<file path="src/rtl/busc_pkg.sv">
package busc_pkg;

    localparam int unsigned TS_W      = 3;
    localparam int unsigned STB_FIRST = 2;
    localparam int unsigned XFER_TS   = 3;
    localparam int unsigned FETCH_TS  = XFER_TS + 1;

    typedef enum logic [2:0] {
        CYC_OPFETCH = 3'd0,
        CYC_MEMRD   = 3'd1,
        CYC_MEMWR   = 3'd2,
        CYC_IORD    = 3'd3,
        CYC_IOWR    = 3'd4
    } cyc_kind_e;

    function automatic logic kind_legal(input logic [2:0] code);
        return code <= 3'd4;
    endfunction

    function automatic logic kind_reads(input cyc_kind_e k);
        return (k == CYC_OPFETCH) || (k == CYC_MEMRD) || (k == CYC_IORD);
    endfunction

    function automatic logic kind_writes(input cyc_kind_e k);
        return (k == CYC_MEMWR) || (k == CYC_IOWR);
    endfunction

    function automatic logic kind_io(input cyc_kind_e k);
        return (k == CYC_IORD) || (k == CYC_IOWR);
    endfunction

    function automatic logic [TS_W-1:0] kind_len(input cyc_kind_e k);
        return (k == CYC_OPFETCH) ? TS_W'(FETCH_TS) : TS_W'(XFER_TS);
    endfunction

endpackage

</file>
<file path="src/rtl/busc_tctr.sv">
module busc_tctr #(
    parameter int unsigned TSW = 3
) (
    input  logic           clk,
    input  logic           rst_n,
    input  logic           start,
    input  logic [TSW-1:0] last_ts,
    output logic [TSW-1:0] ts,
    output logic           final_ts
);

    typedef struct packed {
        logic [TSW-1:0] ts;
    } ctr_st_t;

    ctr_st_t st_d, st_q;

    always_comb begin
        st_d     = st_q;
        final_ts = (st_q.ts != '0) && (st_q.ts == last_ts);
        if ((st_q.ts == '0) || final_ts) begin
            st_d.ts = start ? TSW'(1) : '0;
        end else begin
            st_d.ts = st_q.ts + TSW'(1);
        end
    end

    always_ff @(posedge clk or negedge rst_n) begin
        if (!rst_n) begin
            st_q <= '0;
        end else begin
            st_q <= st_d;
        end
    end

    assign ts = st_q.ts;


    ts_bound_chk: assert property (@(posedge clk) disable iff (!rst_n)
        (st_q.ts != '0) |-> (st_q.ts <= last_ts));


    ts_step_chk: assert property (@(posedge clk) disable iff (!rst_n)
        ((st_q.ts != '0) && !final_ts) |=> (st_q.ts == $past(st_q.ts) + TSW'(1)));

endmodule

</file>
<file path="src/rtl/busc_phase.sv">
module busc_phase
    import busc_pkg::*;
(
    input  logic [TS_W-1:0] ts,
    input  cyc_kind_e       kind,
    output logic            addr_oe,
    output logic            rd_stb,
    output logic            wr_stb,
    output logic            io_sel,
    output logic            wdata_oe
);

    logic xfer_win;
    logic stb_win;

    always_comb begin
        xfer_win = (ts >= TS_W'(1)) && (ts <= TS_W'(XFER_TS));
        stb_win  = (ts >= TS_W'(STB_FIRST)) && (ts <= TS_W'(XFER_TS));
        addr_oe  = xfer_win;
        io_sel   = xfer_win && kind_io(kind);
        rd_stb   = stb_win && kind_reads(kind);
        wr_stb   = stb_win && kind_writes(kind);
        wdata_oe = wr_stb;
    end

endmodule

</file>
<file path="src/rtl/busc_rdcap.sv">
module busc_rdcap #(
    parameter int unsigned DW = 8
) (
    input  logic          clk,
    input  logic          rst_n,
    input  logic          capture,
    input  logic [DW-1:0] din,
    output logic [DW-1:0] dout
);

    typedef struct packed {
        logic [DW-1:0] val;
    } cap_st_t;

    cap_st_t st_d, st_q;

    always_comb begin
        st_d = st_q;
        if (capture) begin
            st_d.val = din;
        end
    end

    always_ff @(posedge clk or negedge rst_n) begin
        if (!rst_n) begin
            st_q <= '0;
        end else begin
            st_q <= st_d;
        end
    end

    assign dout = st_q.val;


    hold_chk: assert property (@(posedge clk) disable iff (!rst_n)
        !capture |=> $stable(dout));

endmodule

</file>
<file path="src/rtl/tstate_bus_seq.sv">
module tstate_bus_seq
    import busc_pkg::*;
#(
    parameter int unsigned AW = 16,
    parameter int unsigned DW = 8
) (
    input  logic          clk,
    input  logic          rst_n,
    input  logic          req_valid,
    input  logic [2:0]    req_kind,
    input  logic [AW-1:0] req_addr,
    input  logic [DW-1:0] req_wdata,
    output logic [AW-1:0] bus_addr,
    output logic          bus_addr_oe,
    output logic          bus_rd,
    output logic          bus_wr,
    output logic          bus_io,
    output logic [DW-1:0] bus_wdata,
    output logic          bus_wdata_oe,
    input  logic [DW-1:0] bus_rdata,
    output logic [2:0]    tstate,
    output logic          done,
    output logic [DW-1:0] rdata
);

    typedef struct packed {
        cyc_kind_e     kind;
        logic [AW-1:0] addr;
        logic [DW-1:0] wdata;
    } cyc_req_t;

    cyc_req_t        req_d, req_q;
    logic            accept;
    logic [TS_W-1:0] ts;
    logic [TS_W-1:0] last_ts;
    logic            final_ts;
    logic            addr_oe, rd_stb, wr_stb, io_sel, wdata_oe;
    logic            capture;

    always_comb begin
        last_ts = kind_len(req_q.kind);
        accept  = req_valid && kind_legal(req_kind) && ((ts == '0) || final_ts);
        req_d   = req_q;
        if (accept) begin
            req_d.kind  = cyc_kind_e'(req_kind);
            req_d.addr  = req_addr;
            req_d.wdata = req_wdata;
        end
    end

    always_ff @(posedge clk or negedge rst_n) begin
        if (!rst_n) begin
            req_q <= '{kind: CYC_OPFETCH, addr: '0, wdata: '0};
        end else begin
            req_q <= req_d;
        end
    end

    busc_tctr #(.TSW(TS_W)) u_tctr (
        .clk      (clk),
        .rst_n    (rst_n),
        .start    (accept),
        .last_ts  (last_ts),
        .ts       (ts),
        .final_ts (final_ts)
    );

    busc_phase u_phase (
        .ts       (ts),
        .kind     (req_q.kind),
        .addr_oe  (addr_oe),
        .rd_stb   (rd_stb),
        .wr_stb   (wr_stb),
        .io_sel   (io_sel),
        .wdata_oe (wdata_oe)
    );

    assign capture = (ts == TS_W'(XFER_TS)) && kind_reads(req_q.kind);

    busc_rdcap #(.DW(DW)) u_rdcap (
        .clk     (clk),
        .rst_n   (rst_n),
        .capture (capture),
        .din     (bus_rdata),
        .dout    (rdata)
    );

    assign bus_addr     = addr_oe ? req_q.addr : '0;
    assign bus_addr_oe  = addr_oe;
    assign bus_rd       = rd_stb;
    assign bus_wr       = wr_stb;
    assign bus_io       = io_sel;
    assign bus_wdata    = wdata_oe ? req_q.wdata : '0;
    assign bus_wdata_oe = wdata_oe;
    assign tstate       = 3'(ts);
    assign done         = final_ts;


    t1_quiet_chk: assert property (@(posedge clk) disable iff (!rst_n)
        (tstate == 3'd1) |-> (bus_addr_oe && !bus_rd && !bus_wr));


    addr_hold_chk: assert property (@(posedge clk) disable iff (!rst_n)
        (tstate == 3'd2) |=> ($stable(bus_addr) && bus_addr_oe));


    fetch_tail_chk: assert property (@(posedge clk) disable iff (!rst_n)
        ((tstate == 3'd3) && (req_q.kind == CYC_OPFETCH)) |=>
        ((tstate == 3'd4) && !bus_rd && !bus_wr && !bus_addr_oe && done));


    no_dual_strobe_chk: assert property (@(posedge clk) disable iff (!rst_n)
        !(bus_rd && bus_wr));


    io_inside_chk: assert property (@(posedge clk) disable iff (!rst_n)
        bus_io |-> bus_addr_oe);


    done_pulse_chk: assert property (@(posedge clk) disable iff (!rst_n)
        done |=> !done);


    start_t1_chk: assert property (@(posedge clk) disable iff (!rst_n)
        ((tstate == 3'd0) && req_valid && kind_legal(req_kind)) |=> (tstate == 3'd1));

endmodule

</file>
<file path="config.mk">
export PLATFORM = sky130hd
export DESIGN_NAME = tstate_bus_seq
export DESIGN_NICKNAME = d
export VERILOG_FILES = /design/src/rtl/busc_pkg.sv /design/src/rtl/busc_tctr.sv /design/src/rtl/busc_phase.sv /design/src/rtl/busc_rdcap.sv /design/src/rtl/tstate_bus_seq.sv
export SDC_FILE = /design/constraint.sdc
export NUM_CORES = 1
export LEC_CHECK = 0
export BUFFER_PORTS_ARGS = -buffer_cell sky130_fd_sc_hd__buf_2
export CORE_MARGIN = 1.5
export CORE_UTILIZATION = 48
export DETAILED_ROUTE_END_ITERATION = 8
export PLACE_DENSITY = 0.79
export SLEW_MARGIN = 20
export SYNTH_ARGS = -nofsm -noshare
export SYNTH_HDL_FRONTEND = slang
export SYNTH_SLANG_ARGS = --single-unit
</file>
<file path="constraint.sdc">
create_clock -name clk -period 4.4 [get_ports clk]
set_clock_uncertainty 0.05 [all_clocks]
set_input_delay 0.66 -clock clk [delete_from_list [all_inputs] [get_ports clk]]
set_output_delay 0.66 -clock clk [all_outputs]
set_load 0.03 [all_outputs]
</file>
# After elaboration in Yosys (flattened, before gate mapping)

Cells that the tools add are included.

Register bits after elaboration: 38
Input port bits: 38
Output and inout bits: 41
Word-level logic and storage cells: 38

$add $sub $neg: 1
$lt $le $gt $ge: 4
Equal/unequal tests: 6
Muxes and demuxes: 5
Reduce and logical (&&, ||, !) cells: 17

Operators with widths:

| operator                                             | number |
|---|---|
| two-way mux 16 bit                                   | 1 |
| == test 3 x 2 -> 1 bit (second input constant)       | 3 |
| logical AND 1 bit                                    | 9 |
| two-way mux 8 bit                                    | 1 |
| logical NOT 3 bit                                    | 2 |
| two-way mux 3 bit                                    | 2 |
| logical OR 1 bit                                     | 5 |
| adder 3 x 1 -> 3 bit (second input constant)         | 1 |
| == test 3 x 1 -> 1 bit (second input constant)       | 1 |
| == test 3 bit                                        | 1 |
| == test 3 bit (second input constant)                | 1 |
| >= comparator 3 x 1 -> 1 bit (second input constant) | 1 |
| >= comparator 3 x 2 -> 1 bit (second input constant) | 1 |
| <= comparator 3 x 2 -> 1 bit (second input constant) | 1 |
| <= comparator 3 bit (second input constant)          | 1 |
| nonzero test 3 bit                                   | 1 |
| two-way mux 1 bit                                    | 1 |

# Logic depth before layout (Yosys ltp)

Gate-level depths: netlist of run 1.

Depth in word-level cells: 8
Gate-level depth with buffers: 6

# Cells and area by module

A second synthesis of run 1 with hierarchy kept.

Cells, all modules: 144
Area, all modules: 1,946.9 um^2

By module, submodules not included:

| module         | times used | cells an instance | area an instance (um^2) | sequential area each (um^2) |
|---|---|---|---|---|
| tstate_bus_seq | 1          | 97                | 1,335.0                 | 675.6 |
| busc_rdcap     | 1          | 17                | 331.6                   | 200.2 |
| busc_tctr      | 1          | 19                | 205.2                   | 75.1 |
| busc_phase     | 1          | 11                | 75.1                    | 0.0 |

# Least setup slack after synthesis of run 1

OpenSTA, ideal clock, no wires.

Path type: flip-flop to output port
From: register u_tctr.st_q, in the netlist u_tctr.ts[1]
To: output bus_wdata[0]
Arrival time: 2,510 ps
Required time: 3,690 ps
Setup slack: 1,180 ps
Cell stages (with the launch flop): 6
Path buffers: 0
Path through: dfrtp_1 > ha_1 > ha_1 > o32ai_1 > nor3_1 > and2_1

Cells in the longest elaborated chain, start to end: 4
Elaborated cells on any way between the ends: 5
Classes of those cells: 2 x order compare; 1 x mux; 2 x reduce/logical

RTL lines:

| what                                                                                | RTL line             | text |
|---|---|---|
| from (decl)                                                                         | busc_tctr.sv:16      | `ctr_st_t st_d, st_q;` |
| from (signal assigned)                                                              | busc_tctr.sv:32      | `st_q <= st_d;` |
| >= comparator 3 x 2 -> 1 bit / <= comparator 3 x 2 -> 1 bit (equally long branches) | busc_phase.sv:18     | `stb_win = (ts >= TS_W'(STB_FIRST)) && (ts <= TS_W'(XFER_TS));` |
| logical AND 1 bit *                                                                 | busc_phase.sv:18     |  |
| logical AND 1 bit *                                                                 | busc_phase.sv:22     | `wr_stb = stb_win && kind_writes(kind);` |
| named net bus_wdata_oe                                                              | tstate_bus_seq.sv:19 | `output logic bus_wdata_oe,` |
| two-way mux 8 bit *                                                                 | tstate_bus_seq.sv:93 | `assign bus_wdata = wdata_oe ? req_q.wdata : '0;` |
| to (decl)                                                                           | tstate_bus_seq.sv:18 | `output logic [DW-1:0] bus_wdata,` |

The timed path passes the listed nets; every way through them passes the cells marked *.

# Worst setup path in the final report of run 1

From: register u_tctr.st_q, in the netlist u_tctr.ts[1]
To: output bus_wdata[2]

Cells in the longest elaborated chain, start to end: 4
Elaborated cells on any way between the ends: 5
Classes of those cells: 2 x order compare; 1 x mux; 2 x reduce/logical

RTL lines:

| what                                                                                | RTL line |
|---|---|
| >= comparator 3 x 2 -> 1 bit / <= comparator 3 x 2 -> 1 bit (equally long branches) | busc_phase.sv:18 |
| logical AND 1 bit *                                                                 | busc_phase.sv:18 |
| logical AND 1 bit *                                                                 | busc_phase.sv:22 |
| two-way mux 8 bit *                                                                 | tstate_bus_seq.sv:93 |

Mark *: on every way between the ends. The rest lies on a longest branch, timed or not.

==> results of run 1 <==
through the flow:
stage          setup slack [ns]  instances  area (um^2)  power [uW]   util
2_1_floorplan              1.18        138         1890        1680      -
3_3_place_gp               1.67        259         2270        1960  0.612
3_5_place_dp               1.65        259         2270        1980  0.612
4_1_cts                    1.32        267         2410        2340  0.649
5_1_grt                    1.10        268         2440        2470  0.656
6_report                   1.35        268         2440        2330  0.656
registers in the layout, summed over array words and instances, names as in the netlist:
register and cells:
req_q 27, u_rdcap.dout 8, u_tctr.ts 3
path summary, 6_finish.rpt:
check / startpoint / endpoint / slack [ns] / cells after the start
max: u_tctr.ts[1]$_DFF_PN0_ / bus_wdata[2] / 1.35 / 6
min: rst_n / u_rdcap.dout[6]$_DFFE_PN0P_ / 0.40 / 1
max reg2reg: u_tctr.ts[1]$_DFF_PN0_ / req_q[14]$_DFFE_PN0P_ / 2.21 / 5
min reg2reg: req_q[6]$_DFFE_PN0P_ / req_q[6]$_DFFE_PN0P_ / 0.45 / 1
max in group asynchronous: rst_n / req_q[1]$_DFFE_PN0P_ / 3.39 / 1
min in group clk: req_q[6]$_DFFE_PN0P_ / req_q[6]$_DFFE_PN0P_ / 0.45 / 1
cell usage in the layout (no fill, tap or decap), types with 2 or more instances in the layout:
cell type | netlist | layout
nor3_1 | 3 | 3
bufinv_16 | 0 | 2
dfrtp_1 | 38 | 38
mux2_2 | 16 | 16
nor2_1 | 5 | 5
and2_1 | 24 | 24
a21oi_1 | 3 | 3
inv_1 | 3 | 3
nand2_1 | 4 | 4
mux2_4 | 19 | 19
ha_1 | 5 | 5
clkbuf_8 | 0 | 5
buf_2 | 0 | 78
power breakdown:
group	switching, uW	internal [uW]
sequential	124	528
clock	122	227
combinational	792	536
cells by family (layout without fill, tap and decap cells):
family / Yosys count / after routing / synth area share
simple gates: 43 / 43 / 0.137
flops: 38 / 38 / 0.504
mux: 36 / 36 / 0.254
buf+inv: 8 / 90 / 0.0392
compound gates: 7 / 7 / 0.0279
fa+ha+maj: 5 / 5 / 0.0332
xor+xnor: 1 / 1 / 0.00465
per-layer routing:
layer  track usage  wire, um  up-vias
met5             0         0        -
met4        0.0703        38        0
met3        0.0582       272        5
met2         0.270      1610       54
met1         0.219      1570      642
li1              -         -      630
layout make-up:
class / instances / area share
Timing Repair Buffer: 79 / 0.171
Sequential cell: 38 / 0.390
Tap cell: 48 / 0.0246
Multi-Input combinational cell: 92 / 0.353
Clock inverter: 3 / 0.0282
Inverter: 3 / 0.00462
Clock buffer: 5 / 0.0282
==> impl_results.md, run 1 <==
- Post-CTS sizing: 0
- Die Height: 65.7 um
- Slew Limit Fails: 0
- CTS tree: built
- Worst Hold Class: in -> async
- CP max-delay cell: nor3_1
- Root Driver: clkbuf_8
- RSZ-0062 raised after global routing: no
- # DRC: 0
- Fmax: 328 MHz
- Hold buffers post-CTS: 0
- Area growth syn-to-layout: 29.3%
- Status: finished clean
- Multi-input logic area: 861 um^2
- Pleak: about 0.0012 uW
- Clk slew on worst S/H paths: 0.08 ns
- Aggregate global-route resource usage: 0.173
- Io pins: 79
- Port-buffer cells: 78
- Synth cell count leaders: dfrtp_1 (38), and2_1 (24), mux2_4 (19), mux2_2 (16)
- CP startpoint kind: flip-flop
- Post-CTS setup buffer count: 0
- Layout filler cell count: 308
- Post-DP HPWL: between 2000 and 3000 um
- WP data required: 3.69 ns
- Sequential share of the synthesized area: 0.504
- Std cell rows: 22
- Antenna violations before repair: 0
- Hold WS: 0.403 ns
- Most frequent CP cell: ha_1
- CTS sink cnt: 38
- Max_slew headroom: 0.465
- Share of flip-flops with an asynchronous set or reset: 1.00
- Share of cells above drive strength 1: 0.577
- Critical path, cell by cell: ha_1 -> ha_1 -> o32ai_1 -> nor3_1 -> and2_1 -> buf_2
- First-pass GRT wire length: roughly 5500 um
- DIE WIDTH: about 66 um
- Max-cap violations: 0
- Post-synth design cell area: 1890 um^2
- Post-Syn Instances: between 100 and 150
- Crit path max fanout: 10
- Setup Crit Path Kind: reg -> out
- Main flop type after synthesis: dfrtp_1
- Synth cell types: 27
- Pre-antenna DRT Iters: 4
- Number of synthesized flops with an enable pin: 0
- Post-route clock period utilization: 0.694
- Clk_lat worst skew: 0.29 ns
- H-tree Lvls: 2
- Top-count cell post-synth: dfrtp_1
- Diodes inserted: 0
- Syn nets: approximately 180
- Post-route ant nets: 0
- Clk buf depth: 2
- Post-synth top area share: 0.504
- Leading area contributor after synthesis: dfrtp_1
- Die ar.: 4310 um^2
- CTS Buf Count: 5
- Slowest stage delay, CP: 0.64 ns
- Core region area: 3720 um^2
- Synth Register Bits: 38
- Via count: approximately 1,300
- Initial Utilization: 0.507
- Pin count of the biggest net entering global routing: 39
- Warnings from Yosys: 0
- DRT iter0 DRCs: 55
- Arr. time, crit path: roughly 2.3 ns
- Power density over the cells: ~960 nW/um^2
- Largest cells by area after synthesis: dfrtp_1 (50%), mux2_4 (15%), mux2_2 (9.6%), and2_1 (8.0%), ha_1 (3.3%)
- Top Family by Delay on Critical Path: simple AND/OR/NAND/NOR gates
- Sum Neg Setup Slack: 0 ns
- Tmin final: 3.05 ns
- Gr ovfl total: 0
- Nets@finish: about 260
- Hold Vio Cnt, Final: 0
- Setup-failing EPs final: 0
- Number of global-route vias before repair: 1,218
- Placer Congestion: around 0.76
- Total wire length: around 3500 um
- Slew of the pin with the lowest slew margin: 0.799 ns
- Routed WL per cell: 13.0 um
- Vias per Instance: around 5.0
- Worst Setup End Kind: output port
- VDD IR-drop max: 0.639 mV
- CP bufs+invs: 1
- Syn_area_per_cell: 13.7 um^2
- Register area: 951 um^2
Note: power is estimated with default switching activity, not from simulation.
==> run 2, diff against run 1 <==
--- a/config.mk
+++ b/config.mk
@@ -7,9 +7,9 @@
 export LEC_CHECK = 0
 export BUFFER_PORTS_ARGS = -buffer_cell sky130_fd_sc_hd__buf_2
 export CORE_MARGIN = 1.5
-export CORE_UTILIZATION = 48
+export CORE_UTILIZATION = 43
 export DETAILED_ROUTE_END_ITERATION = 8
-export PLACE_DENSITY = 0.79
+export PLACE_DENSITY = 0.75
 export SLEW_MARGIN = 20
 export SYNTH_ARGS = -nofsm -noshare
 export SYNTH_HDL_FRONTEND = slang
==> constraint.sdc (replaced) <==
create_clock -name clk -period 2.6 [get_ports clk]
set_clock_uncertainty 0.05 [all_clocks]
set_input_delay 0.39 -clock clk [delete_from_list [all_inputs] [get_ports clk]]
set_output_delay 0.39 -clock clk [all_outputs]
set_load 0.03 [all_outputs]
==> impl_results.md, run 2 (synthesis gave the netlist of run 1 again) <==
- First-pass GRT wire length: 6430 um (+16%)
- Core region area: 4120 um^2 (+11%)
- Hold Vio Cnt, Final: 0 (unchanged)
- Pleak: 0.00122 uW (-1.9%)
- # DRC: 0 (unchanged)
- Layout filler cell count: 349 (+13%)
- Root Driver: clkbuf_8
- Reg-to-Reg End: u_rdcap.dout[4]$_DFFE_PN0P_
- VDD IR-drop max: 0.762 mV (+19%)
- Via count: 1,334 (+0.23%)
- Die ar.: 4790 um^2 (+11%)
- Gr ovfl total: 0 (unchanged)
- Power density over the cells: 1580 nW/um^2 (+65%)
- WP data required: 2.16 ns (-1.53 ns)
- Die Height: 69.2 um (+5.4%)
- RSZ-0062 raised after global routing: yes
- Pre-antenna DRT Iters: 4 (unchanged)
- Register with the highest flop count: req_q
- R2R Setup Slk: 0.58 ns (-1.63 ns)
- H-tree Lvls: 2 (unchanged)
- Most frequent cells in the layout: buf_2 (78), dfrtp_1 (38), and2_1 (24)
- CTS tree: built
- Post-route clock period utilization: 0.954
- Post-DP HPWL: 2790 um (+9.8%)
- Initial Utilization: 0.458 (-0.0492)
- Register area: 951 um^2 (unchanged)
- Share of cells above drive strength 1: 0.582 (+0.00455)
- Setup Crit Path Kind: reg -> out
- Crit path max fanout: 10 (unchanged)
- Nets@finish: 263 (+0.38%)
- Slew of the pin with the lowest slew margin: 0.824 ns (+0.0249 ns)
- Hold buffers post-CTS: 0 (unchanged)
- DRT iter0 DRCs: 72 (+31%)
- Fmax: 403 MHz
- Number of global-route vias before repair: 1,413 (+16%)
- Io pins: 79 (unchanged)
- Slew Limit Fails: 0 (unchanged)
- Setup-failing EPs final: 0 (unchanged)
- Antenna violations before repair: 0 (unchanged)
- Vias per Instance: 4.94 (-0.52%)
- DIE WIDTH: 69.2 um (+5.4%)
- Clk slew on worst S/H paths: 0.07 ns (about the same)
- Clk_lat worst skew: 0.28 ns (about the same)
- CP startpoint kind: flip-flop
- Pin count of the biggest net entering global routing: 39 (unchanged)
- Max-cap violations: 0 (unchanged)
- Placer Congestion: 0.825 (+8.6%)
- Max_slew headroom: 0.451 (-0.0146)
- Slowest stage delay, CP: 0.50 ns (-0.14 ns)
- Arr. time, crit path: 2.04 ns (-0.30 ns)
- Max reg flops: 27 (unchanged)
- Reg2reg path depth: 4 (-1)
- Hold WS: 0.158 ns (-0.245 ns)
- Std cell rows: 23 (+4.5%)
- Multi-input logic area: 880 um^2 (+2.2%)
- Routed WL per cell: 14.0 um (+7.7%)
- Total power draw: 3790 uW (+63%)
- Aggregate global-route resource usage: 0.167 (-0.00541)
- Worst Setup End Kind: output port
- Reg-to-reg startpoint: u_tctr.ts[0]$_DFF_PN0_
- Post-route cell area: 2400 um^2 (-1.6%)
- Worst Hold Class: in -> async
- Placed cell areas: 2300 um^2 (+1.2%)
- CTS Buf Count: 5 (unchanged)
- CP max-delay cell: dfrtp_1
- Status: finished clean
- Area growth syn-to-layout: 27.2%
- Port-buffer cells: 78 (unchanged)
- CTS sink cnt: 38 (unchanged)
- Diodes inserted: 0 (unchanged)
- Post-route ant nets: 0 (unchanged)
- Tmin final: 2.48 ns
- Commonest non-fill, non-tap cell in the layout: buf_2
- Clk buf depth: 2 (unchanged)
- Critical path, cell by cell: inv_1 -> ha_1 -> o32ai_1 -> nor3_2 -> buf_4 -> and2_1 -> buf_2
- Total wire length: 3780 um (+8.5%)
-- run 2: cell types whose count changed in the layout (fill, tap and decap cells not counted), sizes merged --
cell    previous run  this run
buf               79        80
bufinv             2         0
clkbuf             5         7
clkinv             1         0
-- run 2: what timing repair did --
item                                    4_1_cts  5_1_grt
endpoints found under the setup margin       17       27
resized for setup                             1        2
setup buffers                                 0        1
pin swaps                                     0        1
-- run 2: per-layer routing --
metal	track usage	part of all wire	vias up
li1	-	-	631
met1	0.211	0.43	661
met2	0.280	0.51	37
met3	0.0407	0.047	5
met4	0.0588	0.013	0
met5	0	0	-
-- run 2: where the power goes --
group          switching [uW]  internal [uW]  leakage (uW)
Sequential                217            895      0.000454
Combinational            1380            928      0.000731
Clock                     181            184     0.0000383
Total                    1780           2010       0.00122
-- run 2: stage by stage --
step	std cells	setup slack [ns]	utilization	setup TNS [ns]
after detailed placement	262	0.0752	0.559	0
after CTS	269	0.0170	0.578	0
after global placement	262	0.194	0.559	0
after global routing	270	-0.0265	0.583	-0.138
after floorplan	138	0.0537	-	0
final	270	0.119	0.583	0
-- run 2: worst max-delay path by stage --
stage                           startpoint            to  depth (start not counted)
floorplan           u_tctr.ts[1]$_DFF_PN0_  bus_wdata[0]                          5
global placement    u_tctr.ts[0]$_DFF_PN0_  bus_addr[13]                          6
detailed placement  u_tctr.ts[0]$_DFF_PN0_   bus_addr[2]                          6
CTS                 u_tctr.ts[0]$_DFF_PN0_   bus_addr[2]                          6
global route        u_tctr.ts[0]$_DFF_PN0_  bus_wdata[1]                          7
finish              u_tctr.ts[0]$_DFF_PN0_  bus_wdata[1]                          7
-- run 2: worst max-delay path, delay by kind of cell (launching register included) --
family,cells,cell delay (ns)
DFF,1,0.50
buffers and inverters,3,0.46
AOI/OAI and AO/OA,1,0.37
and+or+nand+nor,2,0.23
adders and majority gates,1,0.21
-- run 2: area by class of cell --
| class | count | area share |
|---|---|---|
| clock buffers | 7 | 0.0318 |
| flip-flops and latches | 38 | 0.396 |
| repair buffers | 80 | 0.174 |
| multi-input cells | 92 | 0.367 |
| inverters | 3 | 0.00469 |
| well taps | 50 | 0.0261 |
